File: config.mk
export PLATFORM = sky130hd
export DESIGN_NAME = dir_entry_ctrl
export DESIGN_NICKNAME = d
export VERILOG_FILES = /design/src/rtl/dir_pkg.sv /design/src/rtl/dir_next.sv /design/src/rtl/dir_rsp_reg.sv /design/src/rtl/dir_entry_ctrl.sv
export SDC_FILE = /design/constraint.sdc
export NUM_CORES = 1
export LEC_CHECK = 0
export BUFFER_PORTS_ARGS = -buffer_cell sky130_fd_sc_hd__buf_2
export CELL_PAD_IN_SITES_DETAIL_PLACEMENT = 1
export CELL_PAD_IN_SITES_GLOBAL_PLACEMENT = 1
export CORE_MARGIN = 5
export CORE_UTILIZATION = 34
export CTS_CLUSTER_DIAMETER = 100
export DETAILED_ROUTE_END_ITERATION = 7
export PLACE_DENSITY_LB_ADDON = 0.08
export SLEW_MARGIN = 30
export SYNTH_ARGS = -nofsm -noshare
export SYNTH_HDL_FRONTEND = slang
export SYNTH_SLANG_ARGS = --single-unit
File: constraint.sdc
create_clock -name clk -period 1.4 [get_ports clk]
set_clock_uncertainty 0.2 [all_clocks]
set_input_delay 0 -clock clk [delete_from_list [all_inputs] [get_ports clk]]
set_output_delay 0 -clock clk [all_outputs]
set_load 0.02 [all_outputs]
File: src/rtl/dir_pkg.sv
package dir_pkg;
    typedef enum logic [1:0] {
        MSG_RD   = 2'd0,
        MSG_WR   = 2'd1,
        MSG_WB   = 2'd2,
        MSG_DONE = 2'd3
    } msg_kind_e;

    typedef enum logic [1:0] {
        RSP_FWD  = 2'd0,
        RSP_DATA = 2'd1,
        RSP_NACK = 2'd2,
        RSP_ACK  = 2'd3
    } rsp_kind_e;

    typedef enum logic [1:0] {
        ST_IDLE   = 2'd0,
        ST_SHARED = 2'd1,
        ST_EXCL   = 2'd2,
        ST_BUSY   = 2'd3
    } dir_state_e;
endpackage

File: src/rtl/dir_next.sv
module dir_next
    import dir_pkg::*;
#(
    parameter int ID_W = 2
) (
    input  dir_state_e      cur_st,
    input  logic [ID_W-1:0] cur_owner,
    input  logic [ID_W-1:0] cur_pend,
    input  msg_kind_e       kind,
    input  logic [ID_W-1:0] src,
    output dir_state_e      nxt_st,
    output logic [ID_W-1:0] nxt_owner,
    output logic [ID_W-1:0] nxt_pend,
    output rsp_kind_e       rsp_kind,
    output logic [ID_W-1:0] rsp_dst
);
    logic from_owner;
    assign from_owner = (src == cur_owner);

    always_comb begin
        nxt_st    = cur_st;
        nxt_owner = cur_owner;
        nxt_pend  = cur_pend;
        rsp_kind  = RSP_NACK;
        rsp_dst   = src;
        unique case (cur_st)
            ST_IDLE, ST_SHARED: begin
                if (kind == MSG_RD) begin
                    rsp_kind = RSP_DATA;
                    nxt_st   = ST_SHARED;
                end else if (kind == MSG_WR) begin
                    rsp_kind  = RSP_DATA;
                    nxt_st    = ST_EXCL;
                    nxt_owner = src;
                end
            end
            ST_EXCL: begin
                if (kind == MSG_RD || kind == MSG_WR) begin
                    if (from_owner) begin
                        rsp_kind = RSP_DATA;
                    end else begin
                        rsp_kind = RSP_FWD;
                        rsp_dst  = cur_owner;
                        nxt_st   = ST_BUSY;
                        nxt_pend = src;
                    end
                end else if (kind == MSG_WB && from_owner) begin
                    rsp_kind = RSP_ACK;
                    nxt_st   = ST_IDLE;
                end
            end
            ST_BUSY: begin
                if (kind == MSG_WB && from_owner) begin
                    rsp_kind  = RSP_DATA;
                    rsp_dst   = cur_pend;
                    nxt_st    = ST_EXCL;
                    nxt_owner = cur_pend;
                end else if (kind == MSG_DONE && from_owner) begin
                    rsp_kind  = RSP_ACK;
                    rsp_dst   = cur_owner;
                    nxt_st    = ST_EXCL;
                    nxt_owner = cur_pend;
                end
            end
            default: ;
        endcase
    end
endmodule

File: src/rtl/dir_rsp_reg.sv
module dir_rsp_reg
    import dir_pkg::*;
#(
    parameter int ID_W = 2
) (
    input  logic            clk,
    input  logic            rst_n,
    input  logic            load,
    input  rsp_kind_e       load_kind,
    input  logic [ID_W-1:0] load_dst,
    input  logic            take,
    output logic            valid,
    output rsp_kind_e       kind,
    output logic [ID_W-1:0] dst
);
    always_ff @(posedge clk) begin
        if (!rst_n) begin
            valid <= 1'b0;
            kind  <= RSP_NACK;
            dst   <= '0;
        end else if (load) begin
            valid <= 1'b1;
            kind  <= load_kind;
            dst   <= load_dst;
        end else if (take) begin
            valid <= 1'b0;
        end
    end

    a_r11_hold_stable: assert property (@(posedge clk) disable iff (!rst_n)
        (valid && !take) |=> (valid && $stable(kind) && $stable(dst)));
endmodule

File: src/rtl/dir_entry_ctrl.sv
module dir_entry_ctrl
    import dir_pkg::*;
#(
    parameter int NPROC = 4,
    localparam int ID_W = (NPROC > 1) ? $clog2(NPROC) : 1
) (
    input  logic            clk,
    input  logic            rst_n,
    input  logic            msg_valid,
    output logic            msg_ready,
    input  logic [1:0]      msg_kind,
    input  logic [ID_W-1:0] msg_src,
    output logic            rsp_valid,
    input  logic            rsp_ready,
    output logic [1:0]      rsp_kind,
    output logic [ID_W-1:0] rsp_dst
);
    dir_state_e      st_q, st_d;
    logic [ID_W-1:0] owner_q, owner_d;
    logic [ID_W-1:0] pend_q, pend_d;
    rsp_kind_e       nx_kind, rq_kind;
    logic [ID_W-1:0] nx_dst;
    logic            accept;

    assign msg_ready = !rsp_valid || rsp_ready;
    assign accept    = msg_valid && msg_ready;

    dir_next #(.ID_W(ID_W)) u_next (
        .cur_st    (st_q),
        .cur_owner (owner_q),
        .cur_pend  (pend_q),
        .kind      (msg_kind_e'(msg_kind)),
        .src       (msg_src),
        .nxt_st    (st_d),
        .nxt_owner (owner_d),
        .nxt_pend  (pend_d),
        .rsp_kind  (nx_kind),
        .rsp_dst   (nx_dst)
    );

    always_ff @(posedge clk) begin
        if (!rst_n) begin
            st_q    <= ST_IDLE;
            owner_q <= '0;
            pend_q  <= '0;
        end else if (accept) begin
            st_q    <= st_d;
            owner_q <= owner_d;
            pend_q  <= pend_d;
        end
    end

    dir_rsp_reg #(.ID_W(ID_W)) u_rsp (
        .clk       (clk),
        .rst_n     (rst_n),
        .load      (accept),
        .load_kind (nx_kind),
        .load_dst  (nx_dst),
        .take      (rsp_ready),
        .valid     (rsp_valid),
        .kind      (rq_kind),
        .dst       (rsp_dst)
    );
    assign rsp_kind = rq_kind;

    a_r11_one_response: assert property (@(posedge clk) disable iff (!rst_n)
        accept |=> rsp_valid);
    a_r3_fwd_means_busy: assert property (@(posedge clk) disable iff (!rst_n)
        (accept && st_q == ST_EXCL && msg_src != owner_q &&
         (msg_kind == MSG_RD || msg_kind == MSG_WR))
        |=> (st_q == ST_BUSY && rq_kind == RSP_FWD && pend_q == $past(msg_src)));
    a_r7_busy_nacks_requests: assert property (@(posedge clk) disable iff (!rst_n)
        (accept && st_q == ST_BUSY && (msg_kind == MSG_RD || msg_kind == MSG_WR))
        |=> (rq_kind == RSP_NACK && rsp_dst == $past(msg_src) && st_q == ST_BUSY));
    a_r8_owner_wb_idle: assert property (@(posedge clk) disable iff (!rst_n)
        (accept && st_q == ST_EXCL && msg_kind == MSG_WB && msg_src == owner_q)
        |=> (st_q == ST_IDLE && rq_kind == RSP_ACK));
    a_r4_wb_serves_pending: assert property (@(posedge clk) disable iff (!rst_n)
        (accept && st_q == ST_BUSY && msg_kind == MSG_WB && msg_src == owner_q)
        |=> (rq_kind == RSP_DATA && rsp_dst == $past(pend_q) &&
             owner_q == $past(pend_q) && st_q == ST_EXCL));
    a_r6_pending_wb_stays: assert property (@(posedge clk) disable iff (!rst_n)
        (accept && st_q == ST_BUSY && msg_kind == MSG_WB && msg_src == pend_q)
        |=> (st_q == ST_BUSY && $stable(pend_q) && $stable(owner_q)));
endmodule

-- After elaboration in Yosys (flattened, before gate mapping)
Index checks and enable logic that the tools add are counted.
- mux-type cells: 28
- eq/ne operators: 13
- div/mod/pow operators: 0
- reductions and logical operators: 14
- bitwise logic cells: 1
- $add $sub $neg: 0
- order comparisons: 0
- $mul: 0
- shifts and indexed selects: 0
- operators with widths (cell ; number):
    2-bit 2-to-1 mux ; 19
    2-bit case mux with 3 select lines ; 2
    5-bit AND reduction ; 2
    3-bit by 1-bit != test with 1-bit output (second input constant) ; 3
    2-bit equality test (second input constant) ; 4
    2-bit case mux with 2 select lines ; 2
    1-bit 2-to-1 mux ; 5
    2-bit by 1-bit equality test with 1-bit output (second input constant) ; 2
    2-bit logical NOT ; 2
    4-bit AND reduction ; 1
    2-bit nonzero test ; 2
    1-bit logical AND ; 3
    3-bit != test (second input constant) ; 1
    2-bit equality test ; 1
    1-bit logical OR ; 2
    2-bit by 1-bit != test with 1-bit output (second input constant) ; 1
    2-bit != test (second input constant) ; 1
    2-bit OR reduction ; 1
    1-bit logical NOT ; 1
    1-bit inverter ; 1
- input port bits: 8
- output and inout bits: 6
- memory bits (read-only): 0
- memories kept: 0
- bits in registers: 11
- latch bits: 0
- bits in writable memories: 0

-- Depth between registers and ports, before layout
Gate-level depths: netlist of the first run.
- word-level depth: 5
- mapped depth: 5

-- Cells and area by module
From an unflattened synthesis of the first run, not the netlist that was laid out.
- cell total of the unflattened synthesis: 101
- area total of the unflattened synthesis: 915.9 um2
- modules (own cells, without submodules) (module ; sequential area each (um2) ; times used ; cells each ; area an instance (um2)):
    dir_next ; 0.0 ; 1 ; 57 ; 465.4
    dir_entry_ctrl ; 120.1 ; 1 ; 28 ; 262.8
    dir_rsp_reg ; 100.1 ; 1 ; 16 ; 187.7

-- Least setup slack after synthesis of the first run
No wires, ideal clock.
- path kind: reg2reg
- from: reg u_rsp.valid
- to: reg st_q[1]
- slack: -67 ps
- setup time: 130 ps
- clock period less this slack: 1467 ps
- arrival: 1137 ps
- stages on the path, launching flop included: 5
- cells stage by stage: dfxtp_1 nand2b_2 nand2_1 o41ai_1 a21boi_0
- word-level cells in the longest chain between the ends: 4
- ends and longest elaborated chain (item ; RTL line ; text):
    start: declaration ; dir_rsp_reg.sv:12 ; output logic valid,
    start signal: assignment ; dir_rsp_reg.sv:18 ; valid <= 1'b0;
    start signal: assignment ; dir_rsp_reg.sv:22 ; valid <= 1'b1;
    start signal: assignment ; dir_rsp_reg.sv:26 ; valid <= 1'b0;
    1-bit logical NOT ; dir_entry_ctrl.sv:25 ; assign msg_ready = !rsp_valid || rsp_ready;
    1-bit logical OR ; dir_entry_ctrl.sv:25 ;
    via msg_ready ; dir_entry_ctrl.sv:10 ; output logic msg_ready,
    1-bit logical AND ; dir_entry_ctrl.sv:26 ; assign accept = msg_valid && msg_ready;
    5-bit AND reduction (no source line) ; -- ;
    end signal: assignment ; dir_entry_ctrl.sv:47 ; st_q <= st_d;
    end: declaration ; dir_entry_ctrl.sv:18 ; dir_state_e st_q, st_d;
The timed path passes the listed nets, and every way through them passes these cells.
A chain may end at the register's enable or synchronous reset.

-- Worst setup path after layout of the first run
- from: reg owner_q[1]
- to: reg st_q[1]
- word-level cells in the longest chain between the ends: 4
- elaborated cells on any way between the ends: 9
- classes of those cells: eq/ne: 4; mux: 2; reduce/logical: 3
- ends and longest elaborated chain (item ; RTL line ; text):
    start: declaration ; dir_entry_ctrl.sv:19 ; logic [ID_W-1:0] owner_q, owner_d;
    start signal: assignment ; dir_entry_ctrl.sv:48 ; owner_q <= owner_d;
    2-bit equality test * ; dir_next.sv:18 ; assign from_owner = (src == cur_owner);
    1-bit logical AND, on equally long branches ; dir_next.sv:58, dir_next.sv:47, dir_next.sv:53 ;
    3-bit by 1-bit != test with 1-bit output (no source line) or 2-bit 2-to-1 mux (tied branches) ; -- ;
    5-bit AND reduction (no source line) or 2-bit case mux with 3 select lines (tied branches) ; -- ;
Mark *: on every way between the ends. The rest lies on a longest branch, timed or not.

==> results of run 1 <==
==> Yosys cell counts (all sizes together), types with 2 or more instances <==
library cell	n
a21boi	3
a21oi	5
and2	2
buf	2
dfxtp	11
inv	3
mux2	2
mux2i	6
nand2	7
nand3	2
nand4	2
nor2b	5
o211ai	2
o21ai	5
or3	2
xnor2	2
xor2	2
==> cell type report <==
type / count / share of cell area (%)
flip-flops and latches: 11 / 24.1
inverters: 3 / 1.17
clock buffers: 4 / 2.72
repair buffers: 27 / 19.5
well taps: 25 / 3.24
multi-input cells: 56 / 49.3
==> power groups by stage <==
stage                     sequential (mW)  combinational (mW)  clock [mW]
final                               0.343               0.186       0.221
after global routing                0.344               0.203       0.245
after CTS                           0.344               0.180       0.225
after detailed placement            0.349               0.148           0
after global placement              0.348               0.148           0
after floorplan                     0.362              0.0777           0
==> critical path: stages, from the launching register on <==
cell and delay, ns:
dfxtp_4 0.38, xnor2_4 0.20, nand3_1 0.14, o41ai_2 0.25, a21boi_0 0.14
==> flip-flops by register name, summed over array words and instances, names as in the netlist <==
signal / cells
st_q: 2
u_rsp.dst: 2
owner_q: 2
u_rsp.valid: 1
u_rsp.kind: 2
pend_q: 2
==> cells by family after synthesis <==
group | Yosys count
mux | 8
flops | 11
buf+inv | 6
simple gates | 24
compound gates | 20
xor+xnor | 4
==> stage by stage <==
| stage | power (mW) | TNS [ns] | std cells | setup slack, ns | instance area, um^2 |
|---|---|---|---|---|---|
| after global placement | 0.497 | -0.698 | 114 | -0.131 | 786 |
| after global routing | 0.792 | -0.731 | 126 | -0.115 | 965 |
| after detailed placement | 0.498 | -0.846 | 114 | -0.124 | 786 |
| final | 0.750 | -0.0779 | 126 | -0.0348 | 965 |
| after floorplan | 0.440 | -0.00109 | 73 | -0.000545 | 658 |
| after CTS | 0.749 | -0.0872 | 126 | -0.0276 | 947 |
==> layer usage <==
metal | track usage, % | share of wire [%]
met5 | 0 | 0
met4 | 6.38 | 1.3
met3 | 3.32 | 2.6
met2 | 26.2 | 49
met1 | 19.2 | 47
==> path summary, 6_finish.rpt <==
path              slack, ns  cells after the start            end
setup reg to reg      -0.03                      4        st_q[1]
hold / removal        -0.06                      3        st_q[1]
hold reg to reg        0.25                      2  u_rsp.kind[0]
setup / recovery      -0.03                      4        st_q[1]
==> repair_timing <==
action / 4_1_cts / 5_1_grt
endpoints found under the hold margin: 11 / 1
buffers inserted: 1 / 0
pin swaps: 5 / 5
resized for setup: 13 / 4
setup endpoints to repair: 10 / 10
==> flow_metrics.tcl, run 1 <==
set metrics [dict create \
    status "finished with violations" \
    violations "negative hold slack, negative setup slack" \
    comb_power_share_pct 24.8 \
    ir_drop_uv 532 \
    synthSimpleGateAreaFrac_pct 21.5 \
    setup_slack_ns -0.0348 \
    cts_tree "done" \
    die_h_um 53.7 \
    gr-usage-all-layers_pct 15.7 \
    period_needed_ns 1.43 \
    ys_warn_count 0 \
    fin_crit_sh_pct 102 \
    clk_latency_ns 0.27 \
    crit_required_ns 1.35 \
    synth_top_family_by_area "simple AND/OR/NAND/NOR gates" \
    syn-cell-area_um2 651 \
    io_pins 14 \
    mappedNetlistNets 81 \
    hold_slack_ns -0.0580 \
    ys_types 29 \
    wire_per_inst_um 14.8 \
    multi_input_area_um2 475 \
    dr.pass1.iters 3 \
    route.vias.total 655 \
    first_global_vias 701 \
    drcViolationCount 0 \
    cts.clk_slew.worst_paths_ns 0.07 \
    gp_congestion 0.745 \
    viasPerCell 5.20 \
    hold_viol 1 \
    critPathKind "flip-flop to flip-flop" \
    intPower_mw 0.526 \
    drt_iter0_drc 8 \
    root_buffer "clkbuf_4" \
    maxSlewViolCount 0 \
    wl_um 1870 \
    r2r_start "owner_q[1]" \
    startpoint "owner_q[1]" \
    p_seq_share_pct 45.7 \
    hp-class "primary input to flip-flop" \
    cts_buffers 3 \
    hpwl_um 1200 \
    h-tree-depth 1 \
    worst_slew_pin_slew_ns 0.276 \
    min-delay-start "msg_kind[0]" \
    antenna_cells 0 \
    synthesis.instances 73 \
    synth-xor-area-share_pct 7.69 \
    arrival_ns 1.38 \
    areaGrowthSynthToFinish_pct 48.3 \
    layout_common_cells "buf_2, dlygate4sd3_1, dfxtp_1, buf_4" \
    fillCellCount 220 \
    switching_share_pct 29.9 \
    startpoint_type "flip-flop" \
    layout.nets 110 \
    drtAntennaViolNets 0 \
    core_region_area_mm2 0.00176 \
    cts_hold_buf 7 \
    synthArstFlopShare_pct 0 \
    cp_max_fo 6 \
    io_buffers 13 \
    netlist.area_leader.share_pct 33.8 \
    grt_pass1_wl_um 3220 \
    synth_edf_count 0 \
    power_density_mw_per_mm2 777 \
    ys_seq_area_share_pct 33.8 \
    regArea_um2 233 \
    antenna_found_initial 0 \
    clock_power_share_pct 29.5 \
    leakage_nw 0.403 \
    synthFlopType "dfxtp_1" \
    synth_compound_area_share_pct 20.4 \
    chipWidth_um 53.7 \
    yosys.area.top_type "dfxtp_1" \
    p_switching_mw 0.224 \
    grt.overflow.total 0 \
    drive_gt1_share_pct 38.6 \
    clk_path_buf_depth 2 \
    synth_fa_ha_area_share_pct 0 \
    die_area_mm2 0.00289 \
    avgSynthCellArea_um2 8.91 \
    initial_core_util_pct 36.9 \
    critPathCaptureType "flip-flop" \
    fmax_ghz 0.697 \
    rsz0062_at_grt "true" \
    ys_ff_latch 11 \
    setup_viol 3 \
    slew_headroom_pct 81.4 \
    layout_commonest_cell "buf_2" \
    maxCapViolCount 0 \
    synthMuxAreaShare_pct 12.7 \
    clock-sinks 11 \
    grt_max_degree 14 \
    fin_util_pct 54.7 \
    rows 15 \
    yosys-top-cells-area "dfxtp_1, mux2i_1, xnor2_2" \
]
(Power assumes the default switching activity.)
==> inputs of run 2 (changes only) <==
--- a/config.mk
+++ b/config.mk
@@ -5,13 +5,13 @@
 export SDC_FILE = /design/constraint.sdc
 export NUM_CORES = 1
 export LEC_CHECK = 0
-export BUFFER_PORTS_ARGS = -buffer_cell sky130_fd_sc_hd__buf_2
 export CELL_PAD_IN_SITES_DETAIL_PLACEMENT = 1
 export CELL_PAD_IN_SITES_GLOBAL_PLACEMENT = 1
 export CORE_MARGIN = 5
-export CORE_UTILIZATION = 34
+export CORE_UTILIZATION = 39
 export CTS_CLUSTER_DIAMETER = 100
 export DETAILED_ROUTE_END_ITERATION = 7
+export DONT_BUFFER_PORTS = 1
 export PLACE_DENSITY_LB_ADDON = 0.08
 export SLEW_MARGIN = 30
 export SYNTH_ARGS = -nofsm -noshare
==> run 2 against run 1 <==
The run still ends with negative hold slack, negative setup slack left. Sequential power increased by 3%. Combinational power decreased by 30%. Cell area decreased by 14%. Cell count decreased by 21%. Clock power increased by 3%. Register-to-register slack got worse by 0.02 ns. Clock-buffer cell count unchanged. Worst setup slack got worse by 0.018 ns. First-iteration DRC count increased by 13%. Global-route usage decreased by 0.74 points. Maximum frequency decreased by 1.2%. Critical endpoint is now owner_q[1].
==> flow_metrics.tcl, run 2 (synthesized netlist as in run 1, its figures left out) <==
set metrics [dict create \
    layout_commonest_cell "buf_4" \
    cts_tree "done" \
    ir_drop_uv 636 \
    antenna_found_initial 0 \
    period_needed_ns 1.45 \
    placed_cell_area_um2 717 \
    maxSlewViolCount 0 \
    startpoint_type "flip-flop" \
    wire_per_inst_um 17.4 \
    cpLargestDelayFamily "flip-flops" \
    dr.pass1.iters 2 \
    grt_max_degree 14 \
    setup_slack_ns -0.0528 \
    gr-usage-all-layers_pct 14.9 \
    crit_buf_inv 0 \
    areaGrowthSynthToFinish_pct 28.1 \
    route.vias.total 585 \
    worst_slew_pin_slew_ns 0.453 \
    die_area_mm2 0.00259 \
    core_region_area_mm2 0.00154 \
    gp_congestion 0.782 \
    hpwl_um 1230 \
    layout_common_cells "buf_4, dfxtp_1, mux2i_1, nand2_1" \
    hold_slack_ns -0.294 \
    maxCapViolCount 0 \
    power_density_mw_per_mm2 853 \
    rsz0062_at_grt "true" \
    crit_required_ns 1.39 \
    status "finished with violations" \
    fillCellCount 185 \
    rows 14 \
    layout.nets 93 \
    clk_latency_ns 0.27 \
    io_buffers 0 \
    cp_max_fo 6 \
    arrival_ns 1.44 \
    grt.overflow.total 0 \
    h-tree-depth 1 \
    die_h_um 50.8 \
    wl_um 1740 \
    crit_slowest_cell "dfxtp_4" \
    finalInstanceArea_um2 833 \
    drt_iter0_drc 9 \
    drive_gt1_share_pct 32.1 \
    chipWidth_um 50.8 \
    cts.clk_slew.worst_paths_ns 0.08 \
    hold_viol 11 \
    first_global_vias 605 \
    io_pins 14 \
    initial_core_util_pct 42.2 \
    fmax_ghz 0.688 \
    drcViolationCount 0 \
    slowest_delay_ns 0.38 \
    grt_pass1_wl_um 3010 \
    leakage_nw 0.330 \
    clk_path_buf_depth 2 \
    setup_viol 7 \
    critPathKind "flip-flop to flip-flop" \
    critPathCaptureType "flip-flop" \
    violations "negative hold slack, negative setup slack" \
    hp-class "primary input to flip-flop" \
    fin_util_pct 54.1 \
    pre_cts_ws_ns -0.154 \
    clock-sinks 11 \
    viasPerCell 5.85 \
    fin_crit_sh_pct 104 \
    cp_cell_sequence "xnor2_4 -> nand4_1 -> a21oi_4 -> mux2i_1" \
    drtAntennaViolNets 0 \
    slew_headroom_pct 69.7 \
    root_buffer "clkbuf_4" \
    antenna_cells 0 \
    cts_buffers 3 \
]
[run 2: what timing repair did]
item,in CTS,in global routing
resized for setup,13,1
pin swaps,7,4
endpoints found under the hold margin,11,11
setup buffers,1,0
endpoints found under the setup margin,10,10
hold buffers,1,1
[run 2: layout make-up]
class,instances,area [um^2],area share (%)
tap,16,20.0,2.40
timing repair buffer,10,80.1,9.61
clock buffer,4,26.3,3.15
inverter,3,11.3,1.35
multi-input combinational,56,463,55.6
sequential,11,233,27.9
[run 2: power by group]
part	switching (mW)	total (mW)	internal [mW]
combinational	0.0644	0.131	0.0661
clock	0.117	0.227	0.110
sequential	0.0261	0.353	0.327
[run 2: metal layers]
| metal | vias to the layer above | global-route usage, % | part of all wire (%) | wire [um] |
|---|---|---|---|---|
| met5 | - | 0 | 0 | 0 |
| li1 | 286 | - | - | - |
| met3 | 0 | 4.65 | 3.7 | 65 |
| met1 | 291 | 18.7 | 45 | 789 |
| met4 | 0 | 2.98 | 0 | 0 |
| met2 | 8 | 25.0 | 51 | 882 |
[run 2: path summary, 6_finish.rpt]
| check | slack (ns) | from | cells past startpoint | end |
|---|---|---|---|---|
| worst max register to register | -0.05 | owner_q[0] | 4 | owner_q[1] |
| worst min register to register | 0.33 | owner_q[0] | 2 | owner_q[0] |
| worst max-delay path | -0.05 | owner_q[0] | 4 | owner_q[1] |
| worst min-delay path | -0.29 | msg_src[1] | 2 | pend_q[1] |
[run 2: stage by stage]
step	TNS, ns	total power, mW	cells
2_1_floorplan	-0.00109	0.440	73
6_report	-0.212	0.711	100
4_1_cts	-0.116	0.712	99
3_3_place_gp	-0.772	0.464	93
5_1_grt	-1.12	0.756	100
3_5_place_dp	-1.03	0.467	93
[run 2: worst register-to-register path, delay by kind of cell, from the launching register on]
| kind | cells | cell delay, ns |
|---|---|---|
| AND/OR/NAND/NOR | 1 | 0.19 |
| AO/OA/AOI/OAI | 1 | 0.18 |
| flip-flops | 1 | 0.38 |
| XOR/XNOR | 1 | 0.22 |
| multiplexers | 1 | 0.21 |
